==> src/rtl/spi_dbuf_pkg.sv <==
package spi_dbuf_pkg;
  localparam int ST_RXF = 0;
  localparam int ST_TXE = 1;
  localparam int ST_OVR = 2;

  typedef enum logic {
    ADDR_STATUS = 1'b0,
    ADDR_DATA   = 1'b1
  } reg_addr_e;

  function automatic logic [2:0] pack_status(input logic rxf, input logic txe, input logic ovr);
    logic [2:0] s;
    s         = '0;
    s[ST_RXF] = rxf;
    s[ST_TXE] = txe;
    s[ST_OVR] = ovr;
    return s;
  endfunction
endpackage

==> src/rtl/spi_dbuf_sync.sv <==
module spi_dbuf_sync #(
  parameter int         W       = 3,
  parameter int         STAGES  = 2,
  parameter logic [W-1:0] RST_VAL = '0
) (
  input  logic         clk,
  input  logic         rst_n,
  input  logic [W-1:0] d_in,
  output logic [W-1:0] q_out
);
  logic [W-1:0] stg [STAGES];

  always_ff @(posedge clk or negedge rst_n) begin
    if (!rst_n) stg[0] <= RST_VAL;
    else        stg[0] <= d_in;
  end

  for (genvar i = 1; i < STAGES; i++) begin : g_stage
    always_ff @(posedge clk or negedge rst_n) begin
      if (!rst_n) stg[i] <= RST_VAL;
      else        stg[i] <= stg[i-1];
    end
  end

  assign q_out = stg[STAGES-1];
endmodule

==> src/rtl/spi_dbuf_shift.sv <==
module spi_dbuf_shift #(
  parameter int DATA_W = 16
) (
  input  logic              clk,
  input  logic              rst_n,
  input  logic              sck_s,
  input  logic              ss_n_s,
  input  logic              mosi_s,
  input  logic              load_en,
  input  logic [DATA_W-1:0] load_word,
  output logic              miso,
  output logic              sel_active,
  output logic              frame_done,
  output logic              frame_abort,
  output logic [DATA_W-1:0] rx_word_nxt
);
  localparam int CNT_W = $clog2(DATA_W + 1);

  logic              sck_q;
  logic              sck_rise, sck_fall;
  logic [CNT_W-1:0]  bit_cnt, out_pos;
  logic [DATA_W-1:0] rx_shift, tx_word, tx_view;

  assign sel_active  = ~ss_n_s;
  assign sck_rise    = sck_s & ~sck_q;
  assign sck_fall    = ~sck_s & sck_q;
  assign frame_done  = sel_active & sck_rise & (bit_cnt == CNT_W'(DATA_W - 1));
  assign frame_abort = ~sel_active & (bit_cnt != '0);
  assign rx_word_nxt = {rx_shift[DATA_W-2:0], mosi_s};
  assign tx_view     = tx_word << out_pos;
  assign miso        = sel_active & tx_view[DATA_W-1];

  always_ff @(posedge clk or negedge rst_n) begin
    if (!rst_n) begin
      sck_q    <= 1'b0;
      bit_cnt  <= '0;
      out_pos  <= '0;
      rx_shift <= '0;
      tx_word  <= '0;
    end else begin
      sck_q <= sck_s;
      if (!sel_active) begin
        bit_cnt <= '0;
        out_pos <= '0;
      end else if (sck_rise) begin
        rx_shift <= rx_word_nxt;
        if (frame_done) begin
          bit_cnt <= '0;
          out_pos <= '0;
        end else begin
          bit_cnt <= bit_cnt + 1'b1;
        end
      end else if (sck_fall) begin
        out_pos <= bit_cnt;
      end
      if (load_en) tx_word <= load_word;
    end
  end
endmodule

==> src/rtl/spi_dbuf_regs.sv <==
module spi_dbuf_regs
  import spi_dbuf_pkg::*;
#(
  parameter int DATA_W = 16
) (
  input  logic              clk,
  input  logic              rst_n,
  input  logic              reg_addr,
  input  logic              reg_wr,
  input  logic              reg_rd,
  input  logic [DATA_W-1:0] reg_wdata,
  input  logic              frame_done,
  input  logic              sel_active,
  input  logic [DATA_W-1:0] rx_word_nxt,
  output logic [DATA_W-1:0] reg_rdata,
  output logic              irq,
  output logic              load_en,
  output logic [DATA_W-1:0] load_word,
  output logic              direct_load,
  output logic              rx_full,
  output logic              tx_empty,
  output logic              overrun,
  output logic [DATA_W-1:0] rx_data
);
  logic              data_rd, stat_rd, data_wr, clear_rx, rxf_eff;
  logic              arm, sh_free, hold_v;
  logic [DATA_W-1:0] hold;

  assign data_rd     = reg_rd & (reg_addr == ADDR_DATA);
  assign stat_rd     = reg_rd & (reg_addr == ADDR_STATUS);
  assign data_wr     = reg_wr & (reg_addr == ADDR_DATA);
  assign clear_rx    = data_rd & arm;
  assign rxf_eff     = rx_full & ~clear_rx;
  assign direct_load = data_wr & sh_free & ~sel_active;
  assign load_en     = direct_load | frame_done;
  assign load_word   = frame_done ? (hold_v ? hold : '0) : reg_wdata;
  assign irq         = rx_full | tx_empty;
  assign reg_rdata   = (reg_addr == ADDR_DATA) ? rx_data
                     : DATA_W'(pack_status(rx_full, tx_empty, overrun));

  always_ff @(posedge clk or negedge rst_n) begin
    if (!rst_n) begin
      arm      <= 1'b0;
      rx_full  <= 1'b0;
      overrun  <= 1'b0;
      rx_data  <= '0;
      hold     <= '0;
      hold_v   <= 1'b0;
      sh_free  <= 1'b1;
      tx_empty <= 1'b1;
    end else begin
      if (data_rd)      arm <= 1'b0;
      else if (stat_rd) arm <= rx_full;

      if (clear_rx) begin
        rx_full <= 1'b0;
        overrun <= 1'b0;
      end
      if (frame_done) begin
        if (rxf_eff) overrun <= 1'b1;
        else begin
          rx_data <= rx_word_nxt;
          rx_full <= 1'b1;
        end
      end

      if (frame_done)  hold_v  <= 1'b0;
      if (load_en)     sh_free <= 1'b0;
      if (data_rd)     tx_empty <= ~hold_v;
      if (data_wr && !direct_load) begin
        hold     <= reg_wdata;
        hold_v   <= 1'b1;
        tx_empty <= 1'b0;
      end
    end
  end
endmodule

==> src/rtl/spi_dbuf_slave.sv <==
module spi_dbuf_slave #(
  parameter int DATA_W = 16
) (
  input  logic              clk,
  input  logic              rst_n,
  input  logic              sck,
  input  logic              ss_n,
  input  logic              mosi,
  output logic              miso,
  input  logic              reg_addr,
  input  logic              reg_wr,
  input  logic              reg_rd,
  input  logic [DATA_W-1:0] reg_wdata,
  output logic [DATA_W-1:0] reg_rdata,
  output logic              irq
);
  logic              sck_s, ss_n_s, mosi_s;
  logic              sel_active, frame_done, frame_abort;
  logic              load_en, direct_load;
  logic [DATA_W-1:0] load_word, rx_word_nxt, rx_data;
  logic              rx_full, tx_empty, overrun;

  spi_dbuf_sync #(.W(3), .STAGES(2), .RST_VAL(3'b010)) i_sync (
    .clk   (clk),
    .rst_n (rst_n),
    .d_in  ({sck, ss_n, mosi}),
    .q_out ({sck_s, ss_n_s, mosi_s})
  );

  spi_dbuf_shift #(.DATA_W(DATA_W)) i_shift (
    .clk         (clk),
    .rst_n       (rst_n),
    .sck_s       (sck_s),
    .ss_n_s      (ss_n_s),
    .mosi_s      (mosi_s),
    .load_en     (load_en),
    .load_word   (load_word),
    .miso        (miso),
    .sel_active  (sel_active),
    .frame_done  (frame_done),
    .frame_abort (frame_abort),
    .rx_word_nxt (rx_word_nxt)
  );

  spi_dbuf_regs #(.DATA_W(DATA_W)) i_regs (
    .clk         (clk),
    .rst_n       (rst_n),
    .reg_addr    (reg_addr),
    .reg_wr      (reg_wr),
    .reg_rd      (reg_rd),
    .reg_wdata   (reg_wdata),
    .frame_done  (frame_done),
    .sel_active  (sel_active),
    .rx_word_nxt (rx_word_nxt),
    .reg_rdata   (reg_rdata),
    .irq         (irq),
    .load_en     (load_en),
    .load_word   (load_word),
    .direct_load (direct_load),
    .rx_full     (rx_full),
    .tx_empty    (tx_empty),
    .overrun     (overrun),
    .rx_data     (rx_data)
  );
endmodule

==> config.mk <==
export PLATFORM = sky130hd
export DESIGN_NAME = spi_dbuf_slave
export DESIGN_NICKNAME = d
export VERILOG_FILES = /design/src/rtl/spi_dbuf_pkg.sv /design/src/rtl/spi_dbuf_sync.sv /design/src/rtl/spi_dbuf_shift.sv /design/src/rtl/spi_dbuf_regs.sv /design/src/rtl/spi_dbuf_slave.sv
export SDC_FILE = /design/constraint.sdc
export NUM_CORES = 1
export LEC_CHECK = 0
export BUFFER_PORTS_ARGS = -buffer_cell sky130_fd_sc_hd__buf_2
export CAP_MARGIN = 10
export CELL_PAD_IN_SITES_DETAIL_PLACEMENT = 0
export CELL_PAD_IN_SITES_GLOBAL_PLACEMENT = 2
export CORE_MARGIN = 1
export CORE_UTILIZATION = 38
export CTS_BUF_LIST = sky130_fd_sc_hd__clkbuf_8
export DETAILED_ROUTE_END_ITERATION = 10
export GPL_TIMING_DRIVEN = 1
export PLACE_DENSITY = 0.86
export SLEW_MARGIN = 10
export SYNTH_ARGS = -nofsm -noshare
export SYNTH_HDL_FRONTEND = slang
export SYNTH_SLANG_ARGS = --single-unit
==> constraint.sdc <==
create_clock -name clk -period 1.8 [get_ports clk]
set_input_delay 0.18 -clock clk [delete_from_list [all_inputs] [get_ports clk]]
set_output_delay 0.18 -clock clk [all_outputs]
set_load 0.005 [all_outputs]
==> results of run 1 <==
==> worst paths after layout <==
| kind | endpoint | slack (ns) | from |
|---|---|---|---|
| setup / recovery | miso | -0.26 | i_shift.out_pos[0] |
| hold / removal | i_regs.hold[7] | 0.07 | reg_wdata[7] |
| setup reg to reg | i_regs.rx_data[9] | 0.07 | i_shift.bit_cnt[0] |
| hold reg to reg | i_sync.q_out[2] | 0.35 | i_sync.stg[5] |
| max in group asynchronous | i_regs.hold[0] | 0.85 | rst_n |
| min in group asynchronous | i_shift.tx_word[14] | 0.32 | rst_n |
==> layout by cell type, fill, tap and decap left out, drive strengths merged, types with 3 or more instances in the layout <==
| cell | netlist | routed |
|---|---|---|
| dfrtp | 82 | 82 |
| a21oi | 11 | 11 |
| nor2 | 12 | 12 |
| a2111oi | 5 | 5 |
| mux2 | 52 | 52 |
| o21ai | 18 | 18 |
| inv | 8 | 9 |
| dfstp | 4 | 4 |
| dlygate4sd3 | 0 | 4 |
| mux2i | 19 | 19 |
| nand3 | 17 | 17 |
| clkinv | 0 | 4 |
| buf | 9 | 59 |
| nand2 | 6 | 6 |
| and2 | 14 | 14 |
| clkbuf | 7 | 10 |
| nand2b | 3 | 3 |
==> final cells by class <==
class                   instances  area, um^2  share of cell area, %
flip-flops and latches         86        2160                   47.7
multi-input cells             178        1520                   33.7
repair buffers                 64         453                   10.0
well taps                     129         161                   3.57
clock buffers                   9         124                   2.74
clock inverters                 7        73.8                   1.63
inverters                       8        30.0                  0.664
==> worst register-to-register path, cell delays in order, from the launching register on <==
cell and delay [ns]:
sky130_fd_sc_hd__dfrtp_1 0.37, sky130_fd_sc_hd__ha_2 0.18, sky130_fd_sc_hd__and4b_2 0.30, sky130_fd_sc_hd__nand2_4 0.08, sky130_fd_sc_hd__a21oi_4 0.19, sky130_fd_sc_hd__clkbuf_16 0.20
sky130_fd_sc_hd__mux2_4 0.30
==> flip-flops by register name, summed over array words and instances, names as in the netlist, 3 cells and up <==
| register | flops |
|---|---|
| i_sync.stg | 3 |
| i_regs.hold | 16 |
| i_shift.tx_word | 16 |
| i_shift.bit_cnt | 5 |
| i_shift.rx_shift | 15 |
| i_regs.rx_data | 16 |
| i_sync.q_out | 3 |
| i_shift.out_pos | 5 |
==> kinds of logic (layout without fill, tap and decap cells) <==
| kind of cell | Yosys count | count (layout) | share of synthesized area (%) |
|---|---|---|---|
| compound gates | 43 | 43 | 7.26 |
| buf+inv | 24 | 88 | 3.00 |
| simple gates | 60 | 60 | 8.86 |
| xor+xnor | 1 | 1 | 0.233 |
| mux | 73 | 73 | 22.9 |
| fa+ha+maj | 1 | 1 | 0.333 |
| flops | 86 | 86 | 57.4 |
==> metal layers <==
| metal | part of all wire, % | vias up |
|---|---|---|
| met2 | 47 | 23 |
| met3 | 2.0 | 8 |
| met5 | 0 | - |
| met1 | 49 | 1233 |
| li1 | - | 1149 |
| met4 | 1.8 | 0 |
==> repair_timing <==
item | in CTS | in global routing
buffers inserted | 0 | 1
pin swaps | 4 | 2
resized for setup | 3 | 10
endpoints found under the setup margin | 1 | 37
hold buffers | 4 | 0
endpoints found under the hold margin | 34 | 0
cloned | 0 | 1
==> where the power goes <==
part           switching [mW]  internal, mW
Sequential              0.117          2.10
Clock                   0.709         0.646
Combinational           0.153         0.205
==> flow_summary.rst, run 1 <==
.. list-table::
   :header-rows: 1

   * - Metric
     - Value
   * - Post-layout instance count excluding filler cells
     - 481
   * - Mapped Nets
     - 313
   * - Area Overhead vs Synth
     - 20.5%
   * - Standby leakage power
     - 2.09 nW
   * - Class of the tightest hold or removal check
     - primary input to flop
   * - Critical path cell sequence
     - mux4_2, o22ai_1, a311o_1, a211oi_2, buf_2
   * - Number of distinct library cells after synthesis
     - 39
   * - Cell count after synthesis
     - 288
   * - Dominant cells by area after synthesis
     - sky130_fd_sc_hd__dfrtp_1 (55%), sky130_fd_sc_hd__mux2_2 (13%), sky130_fd_sc_hd__mux2i_1 (5.1%), sky130_fd_sc_hd__mux2_4 (4.0%), sky130_fd_sc_hd__dfstp_2 (2.8%)
   * - Overall die width
     - 101 um
   * - Initial cell density of the core
     - 39.9%
   * - Unrepaired setup endpoints after global routing
     - true
   * - Maximum cell stage delay along the critical path
     - 0.47 ns
   * - Post-DR wirelength/cell
     - 15.1 um
   * - Yosys Warn Count
     - 0
   * - Die Span Y
     - 101 um
   * - Number of global-route vias before repair
     - 2,431
   * - Sequential fraction of the synthesis area
     - 57.4%
   * - Global placement routability congestion
     - 0.735
   * - Synth Flop Type
     - sky130_fd_sc_hd__dfrtp_1
   * - Status
     - complete, but fails checks
   * - Max-slew headroom at the worst pin
     - 55.2%
   * - Number of antenna-violating nets in the routed design
     - 0
   * - Clk pin slew, worst setup/hold paths
     - 0.09 ns
   * - Fmax
     - 0.485 GHz
   * - Critical path required time
     - 1.62 ns
   * - Drt via density
     - 5.02
   * - Level count of the clock H-tree
     - 3
   * - Count of final hold-check violations
     - 0
   * - Power density over the cells
     - 868 nW/um^2
   * - Area of all placed cells without fillers
     - 4520 um^2
   * - Count of flip-flops with a built-in enable after synthesis
     - 0
   * - Number of cells traversed by the worst register-to-register path
     - 6
   * - Clock Sinks
     - 86
   * - Total power after layout
     - 3.93 mW
   * - Std-Cell Rows
     - 35
   * - Commonest cells in the synthesized netlist
     - sky130_fd_sc_hd__dfrtp_1 (82), sky130_fd_sc_hd__mux2_2 (42), sky130_fd_sc_hd__mux2i_1 (19), sky130_fd_sc_hd__nand3_1 (17), sky130_fd_sc_hd__o21ai_0 (17)
   * - Fraction of met1 tracks used by global routing
     - 21.3%
   * - Worst Setup Path Type
     - flop to output pin
   * - Share of the clock period used by the worst path after layout
     - 114%
   * - Cell type of the slowest stage on the worst timing path
     - sky130_fd_sc_hd__dfrtp_2
   * - First-pass iteration count of the detailed router
     - 4
   * - Iteration-0 DRC Markers
     - 51
   * - Proportion of layout cells with a drive suffix above 1
     - 40.6%
   * - Failing checks
     - setup timing
   * - Peak-usage layer in the global routing report
     - met2
   * - Transition time of the tightest slew-check pin
     - 0.672 ns
   * - Via count of the routed design
     - 2,413
   * - Setup TNS
     - -0.260 ns
   * - Overall routing resource usage
     - 15.6%
   * - Flip-flop and latch count after synthesis
     - 86
   * - I/O Buffers
     - 41
   * - Clock tree from TritonCTS
     - done
   * - Routed Wire Length
     - 7260 um
   * - Arr. time, crit path
     - 1.88 ns
   * - Crit path capture type
     - output pin
   * - Maximum clock insertion buffer count
     - 2
   * - Overall overflow remaining after global route
     - 0
   * - Worst Setup Slack, final
     - -0.260 ns
   * - CTS buffer count
     - 9
   * - Synth async-reset ratio
     - 100%
   * - Area after DPL
     - 4210 um^2
   * - CP Max Fanout
     - 6
   * - Num ports
     - 42
   * - Highest ir drop seen on vdd
     - 0.342 mV
   * - Number of instances on the worst hold path
     - 2
   * - Area fraction of the dominant cell type after synthesis
     - 54.6%
   * - Layout filler cell count
     - 843
   * - Pin count of the biggest net entering global routing
     - 35
   * - Count leader, synth
     - sky130_fd_sc_hd__dfrtp_1
   * - Startpoint type of the worst setup path
     - flop
   * - End-of-flow core utilization
     - 48.1%
   * - # setup viols final
     - 1
   * - Post-route DRC violation count
     - 0
   * - Worst Setup Slack post-DPL
     - 0.00197 ns
   * - Grt met3 use
     - 3.11%
   * - Max-capacitance violation count
     - 0
   * - Number of antenna cells inserted
     - 0
   * - Global-route wire length before repair
     - 12,100 um
   * - Clock Latency Late Sink
     - 0.36 ns
   * - Combined buffer and inverter count along the critical path
     - 1
   * - Post-layout minimum cycle time
     - 2.06 ns
   * - Largest delay contributor family on the critical path
     - compound AO/OA/AOI/OAI gates
   * - Synthesized area divided by synthesized cell count
     - 13.0 um^2
   * - Cell chosen for the clock root
     - sky130_fd_sc_hd__clkbuf_8
   * - Net count of the finished layout
     - 372
   * - Area leader, netlist
     - sky130_fd_sc_hd__dfrtp_1
   * - Cell Count Post-Placement
     - 459
   * - Met2 Usage GRT
     - 24.2%
   * - Max Clock Skew
     - 0.00980 ns
   * - Estimated wirelength of the detail-placed design
     - 4810 um
   * - Die outline area
     - 10,300 um^2
   * - Core area
     - 9420 um^2
   * - Smallest hold slack
     - 0.0663 ns
   * - Post-synthesis cell area
     - 3750 um^2
   * - Logic depth of the worst path, buffers included
     - 5
   * - Final slew viol count
     - 0
   * - Number of antenna violations at the first check in global routing
     - 0
Note: power is estimated with default switching activity, not from simulation.
==> inputs of run 2 (changes only) <==
CORE_UTILIZATION = 35   (was 38)
PLACE_DENSITY = 0.81   (was 0.86)
==> flow_summary.rst, run 2 (synthesis gave the netlist of run 1 again) <==
.. list-table::
   :header-rows: 1

   * - Metric
     - Value
   * - Fmax
     - 0.462 GHz
   * - Largest registers
     - i_regs.hold (16), i_regs.rx_data (16), i_shift.tx_word (16)
   * - CP Max Fanout
     - 4
   * - Number of instances on the worst hold path
     - 2
   * - Standby leakage power
     - 2.08 nW
   * - Final slew viol count
     - 0
   * - I/O Buffers
     - 41
   * - Highest ir drop seen on vdd
     - 0.461 mV
   * - Level count of the clock H-tree
     - 3
   * - Die Span Y
     - 106 um
   * - Power density over the cells
     - 900 nW/um^2
   * - Drt via density
     - 4.91
   * - Area of all placed cells without fillers
     - 4500 um^2
   * - Overall overflow remaining after global route
     - 0
   * - Estimated wirelength of the detail-placed design
     - 4610 um
   * - Count of final hold-check violations
     - 0
   * - Num ports
     - 42
   * - Initial cell density of the core
     - 36.2%
   * - Clock Latency Late Sink
     - 0.35 ns
   * - # setup viols final
     - 1
   * - Status
     - complete, but fails checks
   * - Pin count of the biggest net entering global routing
     - 87
   * - CTS buffer count
     - 9
   * - Highest-count cells in the layout ignoring fill and taps
     - sky130_fd_sc_hd__dfrtp_1 (81), sky130_fd_sc_hd__mux2_2 (41), sky130_fd_sc_hd__buf_2 (40)
   * - Area after DPL
     - 4200 um^2
   * - Post-layout minimum cycle time
     - 2.16 ns
   * - Core area
     - 10,400 um^2
   * - Routed Wire Length
     - 7100 um
   * - Maximum clock insertion buffer count
     - 2
   * - Area Overhead vs Synth
     - 19.8%
   * - Critical path required time
     - 1.62 ns
   * - Clock Sinks
     - 86
   * - Number of antenna cells inserted
     - 0
   * - Startpoint type of the worst setup path
     - flop
   * - Number of antenna-violating nets in the routed design
     - 0
   * - Iteration-0 DRC Markers
     - 77
   * - Class of the tightest hold or removal check
     - primary input to flop
   * - Hold path startpoint
     - reg_wdata[9]
   * - CP Launch Point
     - i_shift.out_pos[0]
   * - Max-capacitance violation count
     - 0
   * - Transition time of the tightest slew-check pin
     - 0.688 ns
   * - Overall die width
     - 106 um
   * - Global-route wire length before repair
     - 12,100 um
   * - Worst Setup Path Type
     - flop to output pin
   * - First-pass iteration count of the detailed router
     - 4
   * - Launching point of the worst reg2reg path
     - i_shift.bit_cnt[0]
   * - Post-route DRC violation count
     - 0
   * - Max Clock Skew
     - 0.0136 ns
   * - Crit path capture type
     - output pin
   * - Failing checks
     - setup timing
   * - Net count of the finished layout
     - 369
   * - Total power after layout
     - 4.05 mW
   * - Global placement routability congestion
     - 0.714
   * - Cell chosen for the clock root
     - sky130_fd_sc_hd__clkbuf_8
   * - Number of global-route vias before repair
     - 2,387
   * - Critical path endpoint
     - miso
   * - Unrepaired setup endpoints after global routing
     - true
   * - Post-DR wirelength/cell
     - 14.7 um
   * - Setup TNS
     - -0.365 ns
   * - Worst Setup Slack, final
     - -0.365 ns
   * - Share of the clock period used by the worst path after layout
     - 120%
   * - Arr. time, crit path
     - 1.98 ns
   * - Proportion of layout cells with a drive suffix above 1
     - 39.7%
   * - Std-Cell Rows
     - 37
   * - Clk pin slew, worst setup/hold paths
     - 0.09 ns
   * - Max-slew headroom at the worst pin
     - 54.0%
   * - Reg2reg setup slack
     - 0.10 ns
   * - Endpoint of the lowest-slack register-to-register path
     - i_regs.rx_data[15]
   * - Overall routing resource usage
     - 14.0%
   * - Number of cells traversed by the worst register-to-register path
     - 6
   * - Die outline area
     - 11,100 um^2
   * - Number of antenna violations at the first check in global routing
     - 0
   * - Clock tree from TritonCTS
     - done
   * - Via count of the routed design
     - 2,378
   * - Commonest non-fill, non-tap cell in the layout
     - sky130_fd_sc_hd__dfrtp_1
[run 2: cell types whose count changed in the layout (fill, tap and decap cells not counted), sizes merged]
| cell | delta |
|---|---|
| clkinv | -3 |
| clkinvlp | +1 |
| buf | -2 |
| inv | -1 |
| bufinv | +1 |
[run 2: worst min-delay path by stage]
stage,endpoint,slack (ns)
floorplan,i_regs.arm,-0.12
global placement,i_regs.rx_data[13],0.26
detailed placement,i_regs.rx_data[13],0.25
CTS,i_regs.hold[9],0.06
finish,i_regs.hold[9],0.07
global route,i_regs.hold[10],0.06
[run 2: final cells by class]
type / count / area, um^2
Clock buffer: 10 / 138
Fill cell: 1013 / 5870
Clock inverter: 5 / 83.8
Sequential cell: 86 / 2160
Multi-Input combinational cell: 178 / 1500
Tap cell: 136 / 170
Timing Repair Buffer: 61 / 417
Inverter: 8 / 30.0
[run 2: power by group]
group	internal [mW]	switching, mW	total [mW]	leakage, nW
combinational	0.204	0.156	0.360	0.943
clock	0.814	0.664	1.48	0.105
sequential	2.10	0.111	2.21	1.03
total	3.12	0.931	4.05	2.08
[run 2: critical path, cell delays in order (launching register included)]
cell	delay, ns
sky130_fd_sc_hd__dfrtp_2	0.45
sky130_fd_sc_hd__buf_6	0.14
sky130_fd_sc_hd__buf_6	0.11
sky130_fd_sc_hd__mux2i_1	0.12
sky130_fd_sc_hd__a311o_1	0.39
sky130_fd_sc_hd__a211oi_2	0.28
sky130_fd_sc_hd__buf_2	0.16
[run 2: routing by layer]
layer  part of all wire (%)  vias to the layer above  GRT usage [%]
met1                     50                     1206           19.9
met5                      0                        -              0
met4                    1.3                        0           5.06
met3                    2.3                       10           3.15
met2                     46                       28           20.8
li1                       -                     1134              -
[run 2: timing repair]
item,CTS,global route
pin swaps,3,1
endpoints found under the setup margin,14,8
setup buffers,1,0
resized for setup,6,2
hold buffers,4,0
hold endpoints to repair,85,0
[run 2: through the flow]
stage,utilization [%],std cells,hold WS (ns),setup slack [ns]
6_report,43.4,484,0.0717,-0.365
5_1_grt,43.4,484,0.0626,-0.431
4_1_cts,43.3,484,0.0578,-0.380
3_5_place_dp,40.5,464,0.249,-0.0667
3_3_place_gp,40.5,464,0.256,0.00381
2_1_floorplan,-,288,-0.116,0.00699
==> inputs of run 3 (changes only) <==
ABC_AREA = 1   (was not set)
CORE_UTILIZATION = 34   (was 35)
PLACE_DENSITY = 0.86   (was 0.81)
==> flow_summary.rst, run 3 <==
.. list-table::
   :header-rows: 1

   * - Metric
     - Value
   * - Status
     - finished clean
   * - Iteration-0 DRC Markers
     - 105
   * - Class of the tightest hold or removal check
     - primary input to flop
   * - Drt via density
     - 4.54
   * - Internal Dissipation
     - 2.87 mW
   * - Number of cells traversed by the worst register-to-register path
     - 3
   * - Die Span Y
     - 107 um
   * - Max Clock Skew
     - 0.00947 ns
   * - Area Overhead vs Synth
     - 17.0%
   * - Post-layout minimum cycle time
     - 1.70 ns
   * - Post-route DRC violation count
     - 0
   * - Sequential fraction of the synthesis area
     - 57.3%
   * - Dominant cells by area after synthesis
     - sky130_fd_sc_hd__dfrtp_1 (55%), sky130_fd_sc_hd__nand2_1 (12%), sky130_fd_sc_hd__inv_1 (6.0%), sky130_fd_sc_hd__o21ai_0 (4.5%), sky130_fd_sc_hd__o21ai_2 (3.5%)
   * - Post-synthesis cell area
     - 3760 um^2
   * - Net count of the finished layout
     - 482
   * - Maximum cell stage delay along the critical path
     - 0.45 ns
   * - Count leader, synth
     - sky130_fd_sc_hd__nand2_1
   * - Clk pin slew, worst setup/hold paths
     - 0.08 ns
   * - Routed Wire Length
     - 8080 um
   * - Number of antenna-violating nets in the routed design
     - 0
   * - Endpoint of the lowest-slack register-to-register path
     - i_regs.hold[7]
   * - Synthesized area divided by synthesized cell count
     - 9.27 um^2
   * - # setup viols final
     - 0
   * - Critical path endpoint
     - miso
   * - Max-capacitance violation count
     - 0
   * - Clock Latency Late Sink
     - 0.35 ns
   * - Commonest non-fill, non-tap cell in the layout
     - sky130_fd_sc_hd__nand2_1
   * - Worst Setup Path Type
     - flop to output pin
   * - Cell chosen for the clock root
     - sky130_fd_sc_hd__clkbuf_8
   * - Synth async-reset ratio
     - 100%
   * - Pin count of the biggest net entering global routing
     - 56
   * - Global-route wire length before repair
     - 13,700 um
   * - Clk network pwr share
     - 36.8%
   * - Total power after layout
     - 3.78 mW
   * - Number of antenna cells inserted
     - 0
   * - Cell repeated most along the worst path
     - sky130_fd_sc_hd__nand3_1
   * - Highest ir drop seen on vdd
     - 0.589 mV
   * - Grt met3 use
     - 4.74%
   * - Mapped Nets
     - 431
   * - Commonest cells in the synthesized netlist
     - sky130_fd_sc_hd__nand2_1 (119), sky130_fd_sc_hd__dfrtp_1 (82), sky130_fd_sc_hd__inv_1 (60), sky130_fd_sc_hd__o21ai_0 (34), sky130_fd_sc_hd__nand3_1 (24)
   * - I/O Buffers
     - 41
   * - Peak-usage layer in the global routing report
     - met2
   * - Count of flip-flops with a built-in enable after synthesis
     - 0
   * - Overall overflow remaining after global route
     - 0
   * - Number of distinct library cells after synthesis
     - 32
   * - Highest-count cells in the layout ignoring fill and taps
     - sky130_fd_sc_hd__nand2_1 (119), sky130_fd_sc_hd__dfrtp_1 (80), sky130_fd_sc_hd__inv_1 (61)
   * - Met2 Usage GRT
     - 25.8%
   * - Cell count after synthesis
     - 406
   * - Critical path required time
     - 1.62 ns
   * - Fmax
     - 0.589 GHz
   * - Share of the clock period used by the worst path after layout
     - 94.4%
   * - Core area
     - 10,800 um^2
   * - Num ports
     - 42
   * - Smallest hold slack
     - 0.0299 ns
   * - CP Max Fanout
     - 6
   * - Net switching power of the design
     - 907 uW
   * - Count of final hold-check violations
     - 0
   * - Final slew viol count
     - 0
   * - Post-layout instance count excluding filler cells
     - 602
   * - Global placement routability congestion
     - 0.758
   * - Startpoint type of the worst setup path
     - flop
   * - Number of global-route vias before repair
     - 2,743
   * - Seq pwr share
     - 55.7%
   * - Maximum clock insertion buffer count
     - 2
   * - Launching point of the worst reg2reg path
     - i_sync.q_out[1]
   * - Largest registers
     - i_regs.hold (16), i_regs.rx_data (16), i_shift.tx_word (16)
   * - Overall die width
     - 107 um
   * - Crit path capture type
     - output pin
   * - Estimated wirelength of the detail-placed design
     - 5590 um
   * - Arr. time, crit path
     - 1.52 ns
   * - Power density over the cells
     - 858 nW/um^2
   * - Transition time of the tightest slew-check pin
     - 0.420 ns
   * - Level count of the clock H-tree
     - 3
   * - Initial cell density of the core
     - 34.9%
   * - Cell Count Post-Placement
     - 578
   * - Reg2reg setup slack
     - 0.16 ns
   * - Post-DR wirelength/cell
     - 13.4 um
   * - Clock tree from TritonCTS
     - done
   * - Synth Flop Type
     - sky130_fd_sc_hd__dfrtp_1
   * - Number of antenna violations at the first check in global routing
     - 0
   * - First-pass iteration count of the detailed router
     - 4
   * - Clock Sinks
     - 86
   * - Yosys Warn Count
     - 0
   * - Std-Cell Rows
     - 38
   * - Via count of the routed design
     - 2,736
   * - Max-slew headroom at the worst pin
     - 72.0%
   * - CTS buffer count
     - 9
   * - CP Launch Point
     - i_shift.out_pos[0]
   * - Overall routing resource usage
     - 15.8%
   * - Flip-flop and latch count after synthesis
     - 86
   * - Share of power burned in combinational logic
     - 7.5%
   * - End-of-flow core utilization
     - 40.8%
   * - Proportion of layout cells with a drive suffix above 1
     - 24.2%
   * - Critical path cell sequence
     - buf_6, nand2_1, nand3_1, nand3_1, nand3_1, a21oi_2, buf_2
   * - Fraction of met1 tracks used by global routing
     - 20.5%
   * - Switching share of power
     - 24.0%
   * - Area fraction of the dominant cell type after synthesis
     - 54.5%
   * - Die outline area
     - 11,500 um^2
   * - Standby leakage power
     - 2.22 nW
   * - Layout filler cell count
     - 1,091
   * - Cell type of the slowest stage on the worst timing path
     - sky130_fd_sc_hd__dfrtp_2
   * - Area leader, netlist
     - sky130_fd_sc_hd__dfrtp_1
## run 3: layout make-up
class / count / area (um^2) / share of cell area, %
Clock buffer: 11 / 151 / 3.44
Clock inverter: 5 / 57.6 / 1.31
Inverter: 63 / 236 / 5.37
Multi-Input combinational cell: 242 / 1280 / 29.1
Sequential cell: 86 / 2160 / 49.0
Tap cell: 140 / 175 / 3.98
Timing Repair Buffer: 55 / 343 / 7.78
## run 3: power groups by stage
stage / combinational [mW] / clock (mW) / sequential (mW)
2_1_floorplan: 0.163 / 0 / 2.13
5_1_grt: 0.328 / 1.53 / 2.12
4_1_cts: 0.283 / 1.44 / 2.11
3_5_place_dp: 0.274 / 0 / 2.14
6_report: 0.283 / 1.39 / 2.11
3_3_place_gp: 0.268 / 0 / 2.14
## run 3: cell families (layout without fill, tap and decap cells)
group | after synthesis | count (layout) | share of synthesized area (%)
AND/OR/NAND/NOR | 164 | 164 | 18.7
flip-flops | 86 | 86 | 57.3
buffers and inverters | 78 | 134 | 8.97
AO/OA/AOI/OAI | 67 | 67 | 11.7
multiplexers | 8 | 8 | 2.59
XOR/XNOR | 2 | 2 | 0.465
adder cells (fa/ha/maj) | 1 | 1 | 0.332
## run 3: worst min-delay path by stage
stage / from / depth (start not counted) / slack [ns] / endpoint
after floorplan: rst_n / 0 / -0.12 / i_regs.arm
after global placement: rst_n / 1 / -0.001 / i_shift.tx_word[8]
after detailed placement: rst_n / 1 / 0.0001 / i_shift.tx_word[8]
after CTS: reg_rd / 2 / 0.01 / i_regs.arm
after global routing: reg_rd / 2 / 0.02 / i_regs.arm
final: reg_rd / 2 / 0.03 / i_regs.arm
## run 3: critical path, delay by kind of cell, from the launching register on
| kind | cells | cell delay (ns) |
|---|---|---|
| and+or+nand+nor | 4 | 0.32 |
| buffers and inverters | 2 | 0.26 |
| AOI/OAI and AO/OA | 1 | 0.14 |
| DFF | 1 | 0.45 |
## run 3: per-stage QoR
step | area, um^2 | TNS, ns | worst slack [ns]
final | 4400 | 0 | 0.101
after global routing | 4400 | -0.0101 | -0.0101
after CTS | 4350 | 0 | 0.0380
after detailed placement | 4100 | 0 | 0.153
after global placement | 4100 | 0 | 0.192
after floorplan | 3760 | 0 | 0.442
## run 3: what timing repair did
item	in CTS	in global routing
setup endpoints to repair	1	16
hold buffers	4	0
resized for setup	1	8
setup buffers	0	4
endpoints found under the hold margin	85	0
## run 3: per-layer routing
layer / routed length [um] / vias up
li1: - / 1383
met1: 3860 / 1307
met2: 3840 / 41
met3: 313 / 5
met4: 61 / 0
met5: 0 / -
